===== src/rtl/ofs_counter_pkg.sv =====
package ofs_counter_pkg;

  typedef enum logic [1:0] {
    LD_EXT   = 2'd0,
    LD_START = 2'd1,
    LD_ZERO  = 2'd2
  } ldSrc_e;

  typedef struct packed {
    logic   clr;
    logic   ld;
    ldSrc_e ldSrc;
    logic   inc;
  } cntStrobe_t;

endpackage


===== src/rtl/ofs_counter_ctrl.sv =====
module ofs_counter_ctrl
  import ofs_counter_pkg::*;
#(
  parameter int W = 4
) (
  input  logic         clear,
  input  logic         load,
  input  logic         enable,
  input  logic         startEn,
  input  logic         endEn,
  input  logic [W-1:0] count,
  input  logic [W-1:0] endVal,
  output cntStrobe_t   strobe
);

  logic atTop;
  logic atEnd;
  logic terminal;

  assign atTop = &count;
  assign atEnd = (count == endVal);
  // compare bound wins over the all-ones bound when it is enabled
  assign terminal = endEn ? atEnd : (startEn & atTop);

  always_comb begin
    strobe       = '0;
    strobe.ldSrc = LD_EXT;
    if (clear) begin
      strobe.clr = 1'b1;
    end else if (load) begin
      strobe.ld = 1'b1;
    end else if (enable) begin
      if (terminal) begin
        strobe.ld    = 1'b1;
        strobe.ldSrc = startEn ? LD_START : LD_ZERO;
      end else begin
        strobe.inc = 1'b1;
      end
    end
  end

endmodule


===== src/rtl/ofs_counter_dpath.sv =====
module ofs_counter_dpath
  import ofs_counter_pkg::*;
#(
  parameter int W = 4
) (
  input  logic         clk,
  input  logic         rst,
  input  cntStrobe_t   strobe,
  input  logic         enable,
  input  logic [W-1:0] loadVal,
  input  logic [W-1:0] startVal,
  output logic [W-1:0] count,
  output logic         carry
);

  localparam logic [W-1:0] ONE = W'(1);

  logic [W-1:0] cntQ;
  logic [W-1:0] ldData;

  always_comb begin
    unique case (strobe.ldSrc)
      LD_START: ldData = startVal;
      LD_ZERO:  ldData = '0;
      default:  ldData = loadVal;
    endcase
  end

  always_ff @(posedge clk) begin
    if (rst || strobe.clr) begin
      cntQ <= '0;
    end else if (strobe.ld) begin
      cntQ <= ldData;
    end else if (strobe.inc) begin
      cntQ <= cntQ + ONE;
    end
  end

  assign count = cntQ;
  assign carry = enable & (&cntQ);

endmodule


===== src/rtl/ofs_counter.sv =====
module ofs_counter
  import ofs_counter_pkg::*;
#(
  parameter int W = 4
) (
  input  logic         clk,
  input  logic         rst,
  input  logic         clear,
  input  logic         load,
  input  logic         enable,
  input  logic [W-1:0] loadVal,
  input  logic         startEn,
  input  logic [W-1:0] startVal,
  input  logic         endEn,
  input  logic [W-1:0] endVal,
  output logic [W-1:0] count,
  output logic         carry
);

  cntStrobe_t strobe;

  ofs_counter_ctrl #(.W(W)) ctrl_i (
    .clear   (clear),
    .load    (load),
    .enable  (enable),
    .startEn (startEn),
    .endEn   (endEn),
    .count   (count),
    .endVal  (endVal),
    .strobe  (strobe)
  );

  ofs_counter_dpath #(.W(W)) dpath_i (
    .clk      (clk),
    .rst      (rst),
    .strobe   (strobe),
    .enable   (enable),
    .loadVal  (loadVal),
    .startVal (startVal),
    .count    (count),
    .carry    (carry)
  );

endmodule


===== config.mk =====
export PLATFORM = sky130hd
export DESIGN_NAME = ofs_counter
export DESIGN_NICKNAME = d
export VERILOG_FILES = /design/src/rtl/ofs_counter_pkg.sv /design/src/rtl/ofs_counter_ctrl.sv /design/src/rtl/ofs_counter_dpath.sv /design/src/rtl/ofs_counter.sv
export SDC_FILE = /design/constraint.sdc
export NUM_CORES = 1
export LEC_CHECK = 0
export BUFFER_PORTS_ARGS = -buffer_cell sky130_fd_sc_hd__buf_2
export CORE_AREA = 8 8 45 47
export CTS_CLUSTER_SIZE = 8
export DETAILED_ROUTE_END_ITERATION = 8
export DIE_AREA = 0 0 53 55
export HOLD_SLACK_MARGIN = 0.06
export PLACE_DENSITY = 0.7
export SKIP_LAST_GASP = 1
export SYNTH_ARGS = -nofsm -noshare
export SYNTH_HDL_FRONTEND = slang
export SYNTH_SLANG_ARGS = --single-unit
export TNS_END_PERCENT = 30

===== constraint.sdc =====
create_clock -name clk -period 2.68 [get_ports clk]
set_input_delay 0.402 -clock clk [delete_from_list [all_inputs] [get_ports clk]]
set_output_delay 0.402 -clock clk [all_outputs]
set_load 0.02 [all_outputs]

==> impl_metrics.py <==
metrics = {
    "outcome": {
        "outcome": "complete, no violations",
    },
    "grt": {
        "antenna_found_initial": 0,
        "grt_use_total_pct": 9.72,
        "overflow": 0,
        "grt_pass1_wl_um": 2260,
        "grt_start_max_net_pins": 11,
        "first_global_vias": 554,
    },
    "clock_tree": {
        "cts_setup_buffers": 0,
        "numCtsBuffers": 3,
        "cts-root-buf": "clkbuf_4",
        "clk_latency_ns": 0.23,
        "path_clk_slew_ns": 0.04,
        "cts_tree": "built",
        "post_cts_resized": 0,
        "h-tree-depth": 1,
        "clock_sinks": 4,
        "clockBufferDepth": 2,
        "cts_hold_buf": 0,
    },
    "synth": {
        "synth_top_area_share_pct": 17.6,
        "synthTopCellsByCount": "8 x nor3_1, 4 x dfxtp_1, 4 x nand2_1, 4 x nor2_1, 4 x xnor2_1",
        "ys_seq_area_share_pct": 17.6,
        "ys_async_sr_fraction_pct": 0,
        "synth-seq-cells": 4,
        "yosysMostFrequentCell": "nor3_1",
        "syn_inst": 62,
        "ys_warn_count": 0,
        "synth_ff_type": "dfxtp_1",
        "synth_edf_count": 0,
        "yosys-top-cells-area": "dfxtp_1 18%, nor3_1 8.8%, xnor2_1 7.7%",
        "synth_top_area_cell": "dfxtp_1",
        "synthDistinctLibCells": 31,
        "synth_fp_nets": 83,
        "syn-mean-instance-area_sq_um": 7.35,
        "syn_area_sq_um": 455,
    },
    "sta": {
        "timing.hold.ws_ns": 0.390,
        "rsz0062_at_grt": "no",
        "tns_ns": 0,
        "setup_viol": 0,
        "fin_crit_ns": 2.46,
        "tightest_slew_ns": 0.338,
        "fin_crit_sh_pct": 91.8,
        "hold_viol": 0,
        "max_freq_mhz": 407,
        "finClkSkew_ns": 0.00339,
        "max_slew_margin_pct": 77.4,
        "slew_viol_final": 0,
    },
    "floorplanning": {
        "die_w_um": 53,
        "start_util_pct": 32.9,
        "rows": 14,
        "pin_count": 24,
        "fp.coreArea_sq_mm": 0.00138,
        "die_y_um": 55,
        "dieArea_sq_mm": 0.00292,
    },
    "route": {
        "routed_via_density": 5.49,
        "dr.pass1.iters": 4,
        "dr_total_vias": 565,
        "wire_per_inst_um": 13.9,
        "drt_iter0_markers": 27,
        "drcViolationCount": 0,
        "finalWirelength_um": 1430,
        "ant_nets": 0,
    },
    "power_and_ir_drop": {
        "power.share.combinational_pct": 31.1,
        "powerDensity_mw_per_mm2": 338,
        "max-vdd-ir-drop_mv": 0.213,
        "power_leakage_nw": 0.278,
        "total_power_mw": 0.207,
        "p_int_mw": 0.144,
        "p_sw_mw": 0.0639,
        "clkPwrFrac_pct": 35.7,
        "p_seq_share_pct": 33.2,
        "sw_frac_of_total_pct": 30.8,
    },
    "final_layout": {
        "largest_reg_flops": 4,
        "fin_area_sq_um": 613,
        "multiInputGateArea_sq_um": 363,
        "n_antenna_cell": 0,
        "drive_above_1_share_pct": 41.4,
        "areaGrowthSynthToFinish_pct": 34.6,
        "nFillCells": 139,
        "fin_nets": 110,
        "seq_area_sq_um": 81.3,
    },
    "setup_path": {
        "path_max_fanout": 8,
        "regToRegSetupSlack_ns": 0.22,
        "crit_type": "reg -> reg",
        "crit_buf_inv": 0,
        "critPathSlowestCell": "ha_1",
        "r2r_cells": 11,
        "crit_cells": 11,
        "path_cells": "ha_1 -> and3_2 -> nand3b_2 -> o21ai_2 -> and3_2 -> ha_1 -> nor2b_2 -> a22oi_1 -> o21ai_0 -> o21ba_2 -> nor4_1",
        "endpoint_kind": "flip-flop",
        "start_kind": "flip-flop",
        "critical_path.max_stage_delay_ns": 0.36,
        "worstPathRequired_ns": 2.81,
        "cp.arrival_ns": 2.59,
        "crit_family": "simple AND/OR/NAND/NOR gates",
    },
    "placement": {
        "placed_cell_area_sq_um": 587,
        "hpwl_um": 1130,
        "io_buffers": 23,
        "place.gp.congestion": 0.844,
    },
    "hold_path": {
        "hp-class": "in -> reg",
        "min_path_cells": 2,
    },
    "run": {
        "drv_cap": 0,
    },
}
## per-layer routing
metal / track usage [%] / wire length [um] / vias to the layer above
met1: 11.1 / 595 / 243
met3: 4.01 / 185 / 2
met2: 17.6 / 641 / 38
met5: 0 / 0 / -
met4: 0 / 5 / 0
li1: - / - / 282
## power by group through the flow
stage	clock network (mW)	logic, mW	registers, mW
after floorplan	0	0.0337	0.0723
final	0.0740	0.0645	0.0689
after CTS	0.0777	0.0641	0.0685
after detailed placement	0	0.0637	0.0695
after global routing	0.0838	0.0710	0.0694
after global placement	0	0.0635	0.0695
## final cells by class
class,instances,share of cell area [%]
tap,16,3.27
timing repair buffer,23,18.8
sequential,4,13.3
clock buffer,3,3.67
multi-input combinational,54,59.2
inverter,3,1.84
## logic make-up (layout without fill, tap and decap cells)
group / after synthesis / count (layout) / share of synthesized area, %
simple gates: 31 / 31 / 37.9
compound gates: 16 / 16 / 26.1
xor+xnor: 5 / 5 / 9.61
flops: 4 / 4 / 17.6
buf+inv: 4 / 29 / 3.30
fa+ha+maj: 2 / 2 / 5.49
## per-stage QoR
stage | utilization [%] | setup slack (ns) | std cells
detailed placement | 42.4 | 0.129 | 100
global placement | 42.4 | 0.221 | 100
floorplan | - | 0.330 | 62
finish | 44.3 | 0.220 | 103
CTS | 44.0 | 0.127 | 103
global route | 44.3 | 0.0109 | 103
## worst paths after layout
check / start / to
max: dpath_i.count[0] / dpath_i.count[3]
min: rst / dpath_i.count[0]
max reg2reg: dpath_i.count[0] / dpath_i.count[3]
min reg2reg: dpath_i.count[0] / dpath_i.count[0]
## cells in the final DEF (no fill, tap or decap), drive strengths merged, types with 2 or more instances in the layout
cell,synthesis,routed
inv,3,3
buf,0,23
clkbuf,1,3
xnor2,4,4
and3,2,2
a22oi,3,3
o21ai,4,4
nand3,4,4
nand3b,2,2
nor3,8,8
a21oi,2,2
nor2,4,4
dfxtp,4,4
ha,2,2
nand2,5,5
and2,2,2
## worst register-to-register path: stages, from the launching register on
cell and delay (ns):
dfxtp_2 0.35, ha_1 0.23, and3_2 0.22, nand3b_2 0.12, o21ai_2 0.09, and3_2 0.20
ha_1 0.37, nor2b_2 0.17, a22oi_1 0.09, o21ai_0 0.15, o21ba_2 0.17, nor4_1 0.19
Power figures use the tool's default switching activity.
